<file path="src/rtl/rdgp_pkg.sv">
package rdgp_pkg;
  localparam int unsigned PWR_REG_OFS  = 'h24;
  localparam int unsigned BIT_FRAME_PD = 0;
  localparam int unsigned BIT_GATE     = 1;
  localparam int unsigned BIT_GRP_PD   = 2;
  localparam int unsigned BIT_GRP_PO   = 3;

  typedef struct packed {
    logic pd;
    logic gate;
  } pwr_wr_t;
endpackage

</file>
<file path="src/rtl/rdgp_reg_decode.sv">
module rdgp_reg_decode
  import rdgp_pkg::*;
#(
  parameter int unsigned NUM_FRAMES = 4,
  parameter int unsigned FRAME_W    = 2,
  parameter int unsigned OFS_W      = 16
) (
  input  logic                  acc_en,
  input  logic                  acc_wr,
  input  logic [FRAME_W-1:0]    acc_frame,
  input  logic [OFS_W-1:0]      acc_offset,
  input  logic [1:0]            acc_wbits,
  input  logic [NUM_FRAMES-1:0] frame_pd,
  input  logic [NUM_FRAMES-1:0] frame_gate,
  input  logic                  grp_pd,
  input  logic                  grp_po,
  output logic [NUM_FRAMES-1:0] wr_sel,
  output pwr_wr_t               wr_fields,
  output logic [31:0]           acc_rdata
);
  logic frame_ok;
  logic reg_hit;

  assign frame_ok = int'(acc_frame) < NUM_FRAMES;
  assign reg_hit  = acc_en && frame_ok && (acc_offset == OFS_W'(PWR_REG_OFS));

  assign wr_fields.pd   = acc_wbits[BIT_FRAME_PD];
  assign wr_fields.gate = acc_wbits[BIT_GATE];

  for (genvar g = 0; g < NUM_FRAMES; g++) begin : g_sel
    assign wr_sel[g] = reg_hit && acc_wr && (acc_frame == FRAME_W'(g));
  end

  always_comb begin
    acc_rdata = '0;
    if (reg_hit && !acc_wr) begin
      acc_rdata[BIT_FRAME_PD] = frame_pd[acc_frame];
      acc_rdata[BIT_GATE]     = frame_gate[acc_frame];
      acc_rdata[BIT_GRP_PD]   = grp_pd;
      acc_rdata[BIT_GRP_PO]   = grp_po;
    end
  end
endmodule

</file>
<file path="src/rtl/rdgp_frame_bank.sv">
module rdgp_frame_bank
  import rdgp_pkg::*;
#(
  parameter int unsigned NUM_FRAMES = 4
) (
  input  logic                  clk,
  input  logic                  rst_n,
  input  logic [NUM_FRAMES-1:0] wr_sel,
  input  pwr_wr_t               wr_fields,
  input  logic                  pd_wr_ok,
  output logic [NUM_FRAMES-1:0] frame_pd,
  output logic [NUM_FRAMES-1:0] frame_gate,
  output logic                  lone_off_req
);
  logic [NUM_FRAMES-1:0] lone_on;

  for (genvar g = 0; g < NUM_FRAMES; g++) begin : g_frame
    logic pd_en;
    logic gate_en;

    assign pd_en      = wr_sel[g] && pd_wr_ok;
    assign gate_en    = wr_sel[g];
    assign lone_on[g] = !frame_pd[g] && (&(frame_pd | (NUM_FRAMES'(1) << g)));

    always_ff @(posedge clk or negedge rst_n) begin
      if (!rst_n) begin
        frame_pd[g]   <= 1'b1;
        frame_gate[g] <= 1'b0;
      end else begin
        if (pd_en)   frame_pd[g]   <= wr_fields.pd;
        if (gate_en) frame_gate[g] <= wr_fields.gate;
      end
    end
  end

  assign lone_off_req = wr_fields.pd && |(wr_sel & lone_on);
endmodule

</file>
<file path="src/rtl/rdgp_group_seq.sv">
module rdgp_group_seq #(
  parameter int unsigned TRANS_CYCLES = 6,
  parameter int unsigned CNT_W        = 3
) (
  input  logic clk,
  input  logic rst_n,
  input  logic wake_req,
  input  logic sleep_req,
  output logic grp_pd,
  output logic grp_po,
  output logic pd_wr_ok
);
  logic             busy;
  logic             pd_nxt, po_nxt;
  logic [CNT_W-1:0] cnt, cnt_nxt;
  logic             pd_en, po_en, cnt_en;

  assign busy     = grp_pd ^ grp_po;
  assign pd_wr_ok = !busy && !grp_pd;

  always_comb begin
    pd_nxt  = grp_pd;
    po_nxt  = grp_po;
    cnt_nxt = cnt;
    if (busy && grp_pd && wake_req) begin
      pd_nxt  = 1'b0;
      cnt_nxt = '0;
    end else if (busy) begin
      if (cnt == '0) po_nxt  = grp_pd;
      else           cnt_nxt = cnt - 1'b1;
    end else if (grp_pd && wake_req) begin
      pd_nxt  = 1'b0;
      cnt_nxt = CNT_W'(TRANS_CYCLES - 1);
    end else if (!grp_pd && sleep_req) begin
      pd_nxt  = 1'b1;
      cnt_nxt = CNT_W'(TRANS_CYCLES - 1);
    end
  end

  assign pd_en  = pd_nxt != grp_pd;
  assign po_en  = po_nxt != grp_po;
  assign cnt_en = cnt_nxt != cnt;

  always_ff @(posedge clk or negedge rst_n) begin
    if (!rst_n) begin
      grp_pd <= 1'b1;
      grp_po <= 1'b1;
      cnt    <= '0;
    end else begin
      if (pd_en)  grp_pd <= pd_nxt;
      if (po_en)  grp_po <= po_nxt;
      if (cnt_en) cnt    <= cnt_nxt;
    end
  end
endmodule

</file>
<file path="src/rtl/rdgp_ctrl.sv">
module rdgp_ctrl
  import rdgp_pkg::*;
#(
  parameter int unsigned NUM_FRAMES   = 4,
  parameter int unsigned OFS_W        = 16,
  parameter int unsigned TRANS_CYCLES = 6,
  localparam int unsigned FRAME_W     = (NUM_FRAMES > 1) ? $clog2(NUM_FRAMES) : 1,
  localparam int unsigned CNT_W       = $clog2(TRANS_CYCLES + 1)
) (
  input  logic                  clk,
  input  logic                  rst_n,
  input  logic                  acc_en,
  input  logic                  acc_wr,
  input  logic [FRAME_W-1:0]    acc_frame,
  input  logic [OFS_W-1:0]      acc_offset,
  input  logic [31:0]           acc_wdata,
  output logic [31:0]           acc_rdata,
  output logic                  grp_off,
  output logic                  grp_busy,
  output logic [NUM_FRAMES-1:0] frame_on
);
  logic [NUM_FRAMES-1:0] wr_sel;
  pwr_wr_t               wr_fields;
  logic [NUM_FRAMES-1:0] frame_pd;
  logic [NUM_FRAMES-1:0] frame_gate;
  logic                  grp_pd, grp_po;
  logic                  pd_wr_ok;
  logic                  lone_off_req;
  logic                  wake_req;
  logic                  unused_wdata_hi;

  assign unused_wdata_hi = ^acc_wdata[31:2];

  rdgp_reg_decode #(
    .NUM_FRAMES(NUM_FRAMES), .FRAME_W(FRAME_W), .OFS_W(OFS_W)
  ) i_decode (
    .acc_en    (acc_en),
    .acc_wr    (acc_wr),
    .acc_frame (acc_frame),
    .acc_offset(acc_offset),
    .acc_wbits (acc_wdata[1:0]),
    .frame_pd  (frame_pd),
    .frame_gate(frame_gate),
    .grp_pd    (grp_pd),
    .grp_po    (grp_po),
    .wr_sel    (wr_sel),
    .wr_fields (wr_fields),
    .acc_rdata (acc_rdata)
  );

  rdgp_frame_bank #(.NUM_FRAMES(NUM_FRAMES)) i_bank (
    .clk         (clk),
    .rst_n       (rst_n),
    .wr_sel      (wr_sel),
    .wr_fields   (wr_fields),
    .pd_wr_ok    (pd_wr_ok),
    .frame_pd    (frame_pd),
    .frame_gate  (frame_gate),
    .lone_off_req(lone_off_req)
  );

  assign wake_req = (|wr_sel) && !wr_fields.pd;

  rdgp_group_seq #(.TRANS_CYCLES(TRANS_CYCLES), .CNT_W(CNT_W)) i_seq (
    .clk      (clk),
    .rst_n    (rst_n),
    .wake_req (wake_req),
    .sleep_req(lone_off_req),
    .grp_pd   (grp_pd),
    .grp_po   (grp_po),
    .pd_wr_ok (pd_wr_ok)
  );

  assign grp_off  = grp_pd & grp_po;
  assign grp_busy = grp_pd ^ grp_po;
  assign frame_on = ~frame_pd;
endmodule

</file>
<file path="config.mk">
export PLATFORM = sky130hd
export DESIGN_NAME = rdgp_ctrl
export DESIGN_NICKNAME = d
export VERILOG_FILES = /design/src/rtl/rdgp_pkg.sv /design/src/rtl/rdgp_reg_decode.sv /design/src/rtl/rdgp_frame_bank.sv /design/src/rtl/rdgp_group_seq.sv /design/src/rtl/rdgp_ctrl.sv
export SDC_FILE = /design/constraint.sdc
export NUM_CORES = 1
export LEC_CHECK = 0
export ABC_CLOCK_PERIOD_IN_PS = 4700
export BUFFER_PORTS_ARGS = -buffer_cell sky130_fd_sc_hd__buf_2
export CORE_MARGIN = 5
export CORE_UTILIZATION = 30
export DETAILED_ROUTE_END_ITERATION = 8
export SKIP_CTS_REPAIR_TIMING = 1
export SLEW_MARGIN = 20
export SYNTH_ARGS = -nofsm -noshare
export SYNTH_HDL_FRONTEND = slang
export SYNTH_SLANG_ARGS = --single-unit
</file>
<file path="constraint.sdc">
create_clock -name clk -period 4.7 [get_ports clk]
set_input_delay 0.94 -clock clk [delete_from_list [all_inputs] [get_ports clk]]
set_output_delay 0.94 -clock clk [all_outputs]
set_load 0.02 [all_outputs]
</file>
==> qor.csv <==
stage;metric;value;unit
status;status;finished, final reports clean;
logic_synthesis;sequential-to-total area share from yosys stat;27.17;%
power_and_ir_drop;Power Internal;182.0;µW
timing;Final Hold Viols;0;
logic_synthesis;multiplexer share of the synthesized area;13.59;%
layout;post-layout util;34.75;%
detailed_routing;detailed router's first-iteration violation count;6;
global_routing;Total Routing Usage GR;8.928;%
power_and_ir_drop;sequential share of power;44.2;%
logic_synthesis;Synth Area in Simple Gates;24.51;%
global_routing;first-pass GRT wire length;3.815;mm
logic_synthesis;post-synthesis xor/xnor area fraction;0.7150;%
setup_path;crit-path max FO;5;
setup_path;startpoint types;input port;
clocking;clock root cell;clkbuf_8;
global_routing;gr ovfl total;0;
floorplan;Cell Rows;23;
floorplan;die area;0.005461;mm²
logic_synthesis;Post-synth EDFFs;0;
detailed_routing;Final ANT Viol Nets;0;
timing;total negative slack;0;ns
clocking;CTS sink cnt;13;
floorplan;I/O pin cnt;92;
power_and_ir_drop;Max rail drop VDD;0.00005634;V
layout;diode count;0;
clocking;Worst-Skew Late Latency;0.24;ns
power_and_ir_drop;Gate power share;16.5;%
layout;commonest non-fill, non-tap cell in the layout;buf_2;
timing;Final period util;75.54;%
hold_path;hold path startpoint;i_bank.frame_gate[2]$_DFFE_PN0P_;
setup_path;delay-heaviest family, CP;simple AND/OR/NAND/NOR gates;
layout;most frequent cells in the layout;33 x buf_2, 28 x conb_1, 10 x inv_1;
logic_synthesis;Adder-Cell Fraction of Synth Area;5.107;%
setup_path;delay of the slowest critical-path stage;0.54;ns
logic_synthesis;post-synthesis instance area;0.001225;mm²
clocking;H-Tree Level Count;1;
power_and_ir_drop;leakage power;0.6554;nW
layout;share of layout cells above drive strength 1;35.54;%
setup_path;Critical path buffers and inverters;2;
run;max-cap violations;0;
logic_synthesis;largest family of logic cells by synthesized area;simple AND/OR/NAND/NOR gates;
detailed_routing;DRC;0;
detailed_routing;final wirelength;2.541;mm
timing;fmax;0.2817;GHz
place;Placed Area;0.001335;mm²
logic_synthesis;ys flop type;dfrtp_1;
timing;RSZ-0062 raised after global routing;no;
power_and_ir_drop;Sw Share;28.25;%
clocking;CTS clk-pin slew, worst paths;0.05;ns
logic_synthesis;Yosys reg bits;13;
clocking;CTS buffer count;3;
place;GPL Wtd Cong;0.7706;
clocking;CTS tree;done;
power_and_ir_drop;Net Sw Power;71.67;µW
logic_synthesis;syn avg cell area;9.210;µm²
floorplan;die width;73.90;µm
clocking;CTS Buffer Depth;2;
place;DPL Wire Length;2.091;mm
power_and_ir_drop;Power, Total;253.7;µW
layout;Layout Nets;226;
timing;# setup viols final;0;
detailed_routing;Vias;968;
detailed_routing;WL/cell;11.76;µm
global_routing;largest net degree at the start of global routing;14;
setup_path;Crit-path slowest cell;or4_4;
floorplan;initial core utilization;30.84;%
timing;minimum clock period;3.550;ns
logic_synthesis;Synth Warn #;0;
setup_path;kind of critical path;input port to output port;
detailed_routing;drt pass-1 iters;2;
setup_path;most used cell, CP;buf_2;
timing;Worst Skew;0.003547;ns
setup_path;Critical R2R Launch;i_bank.frame_pd[2]$_DFFE_PN1P_;
logic_synthesis;Synth Area in Compound Gates;7.048;%
logic_synthesis;Syn Inst Count;133;
setup_path;crit path capture type;output port;
power_and_ir_drop;Power Dens Cells;183.8;mW/mm²
setup_path;Worst EP arrival;2.61;ns
layout;post-layout instance area;0.001380;mm²
setup_path;crit-path cells;buf_2 > or4_1 > or4_4 > nor4b_1 > buf_2;
hold_path;Worst Hold Class;register to register;
setup_path;worst path required time;3.76;ns
detailed_routing;vias per inst;4.481;
floorplan;Core Region;0.003971;mm²
logic_synthesis;Distinct cells, synth;41;
global_routing;vias in the first global route;918;
setup_path;origin of the worst setup path;acc_offset[6];
timing;Max Transition Viols Final;0;
global_routing;antenna violations before repair;0;
place;Port Buf Inserts;33;
logic_synthesis;Async S/R FF share, synth;100.0;%
layout;Synth-to-Final Area Change;12.67;%
floorplan;Die Y;73.90;µm
power_and_ir_drop;clock power share;39.2;%
[state kept, by name, summed over array words and instances (netlist names)]
signal and flops:
i_bank.frame_gate 4, i_bank.frame_pd 4, i_seq.cnt 3, i_seq.grp_pd 1, i_seq.grp_po 1
[synth_stat cells, drive strengths merged, types with 4 or more instances]
library cell  instances  area share [%]
buf                  29              18
inv                  10             3.1
mux2                  9             8.3
dfrtp                 7              14
nand2                 7             2.1
dfstp                 6              13
nor2                  6             1.8
ha                    5             5.1
a21oi                 4             1.6
nand3                 4             1.6
nor4                  4             2.0
or4                   4             2.8
[layer usage]
layer,GRT usage [%],share of wire (%),routed length [µm],vias up
met5,0,0,0,-
met4,4.024,0.83,21,0
met3,3.010,12,305,2
met2,15.35,47,1189,42
met1,9.917,40,1025,441
li1,-,-,-,483
[final timing paths]
path	cells after the start	to	slack, ns
max	5	acc_rdata[1]	1.15
min	1	i_bank.frame_gate[2]$_DFFE_PN0P_	0.50
max reg2reg	5	i_seq.cnt[2]$_DFFE_PN0P_	2.67
min reg2reg	1	i_bank.frame_gate[2]$_DFFE_PN0P_	0.50
max in group asynchronous	1	i_bank.frame_pd[3]$_DFFE_PN1P_	3.84
min in group asynchronous	1	i_seq.cnt[1]$_DFFE_PN0P_	0.58
[metrics by stage]
stage                     hold slack [ns]  instances  setup slack (ns)
after floorplan                    0.4738        160            0.9886
after global placement             0.4893        212             1.148
after detailed placement           0.4924        212             1.145
after CTS                          0.5054        216             1.141
after global routing               0.5271        216             1.064
final                              0.4981        216             1.150
[power by group through the flow]
stage          Clock (mW)  Sequential, mW  Combinational (mW)
4_1_cts             0.103           0.112              0.0415
3_3_place_gp            0           0.114              0.0411
3_5_place_dp            0           0.114              0.0414
5_1_grt             0.106           0.112              0.0462
2_1_floorplan           0           0.114              0.0452
6_report           0.0996           0.112              0.0419
[area by class of cell]
| type | count | area (µm²) |
|---|---|---|
| flip-flops and latches | 13 | 332.8 |
| inverters | 10 | 37.54 |
| multi-input cells | 105 | 729.5 |
| repair buffers | 34 | 172.7 |
| fillers | 426 | 2591 |
| clock buffers | 4 | 45.04 |
| well taps | 50 | 62.56 |
[kinds of logic after synthesis]
logic type      count (synthesis)
simple gates                   46
buf+inv                        42
mux                            13
flops                          13
compound gates                 12
fa+ha+maj                       5
other cells                     1
xor+xnor                        1
(Power assumes the default switching activity.)
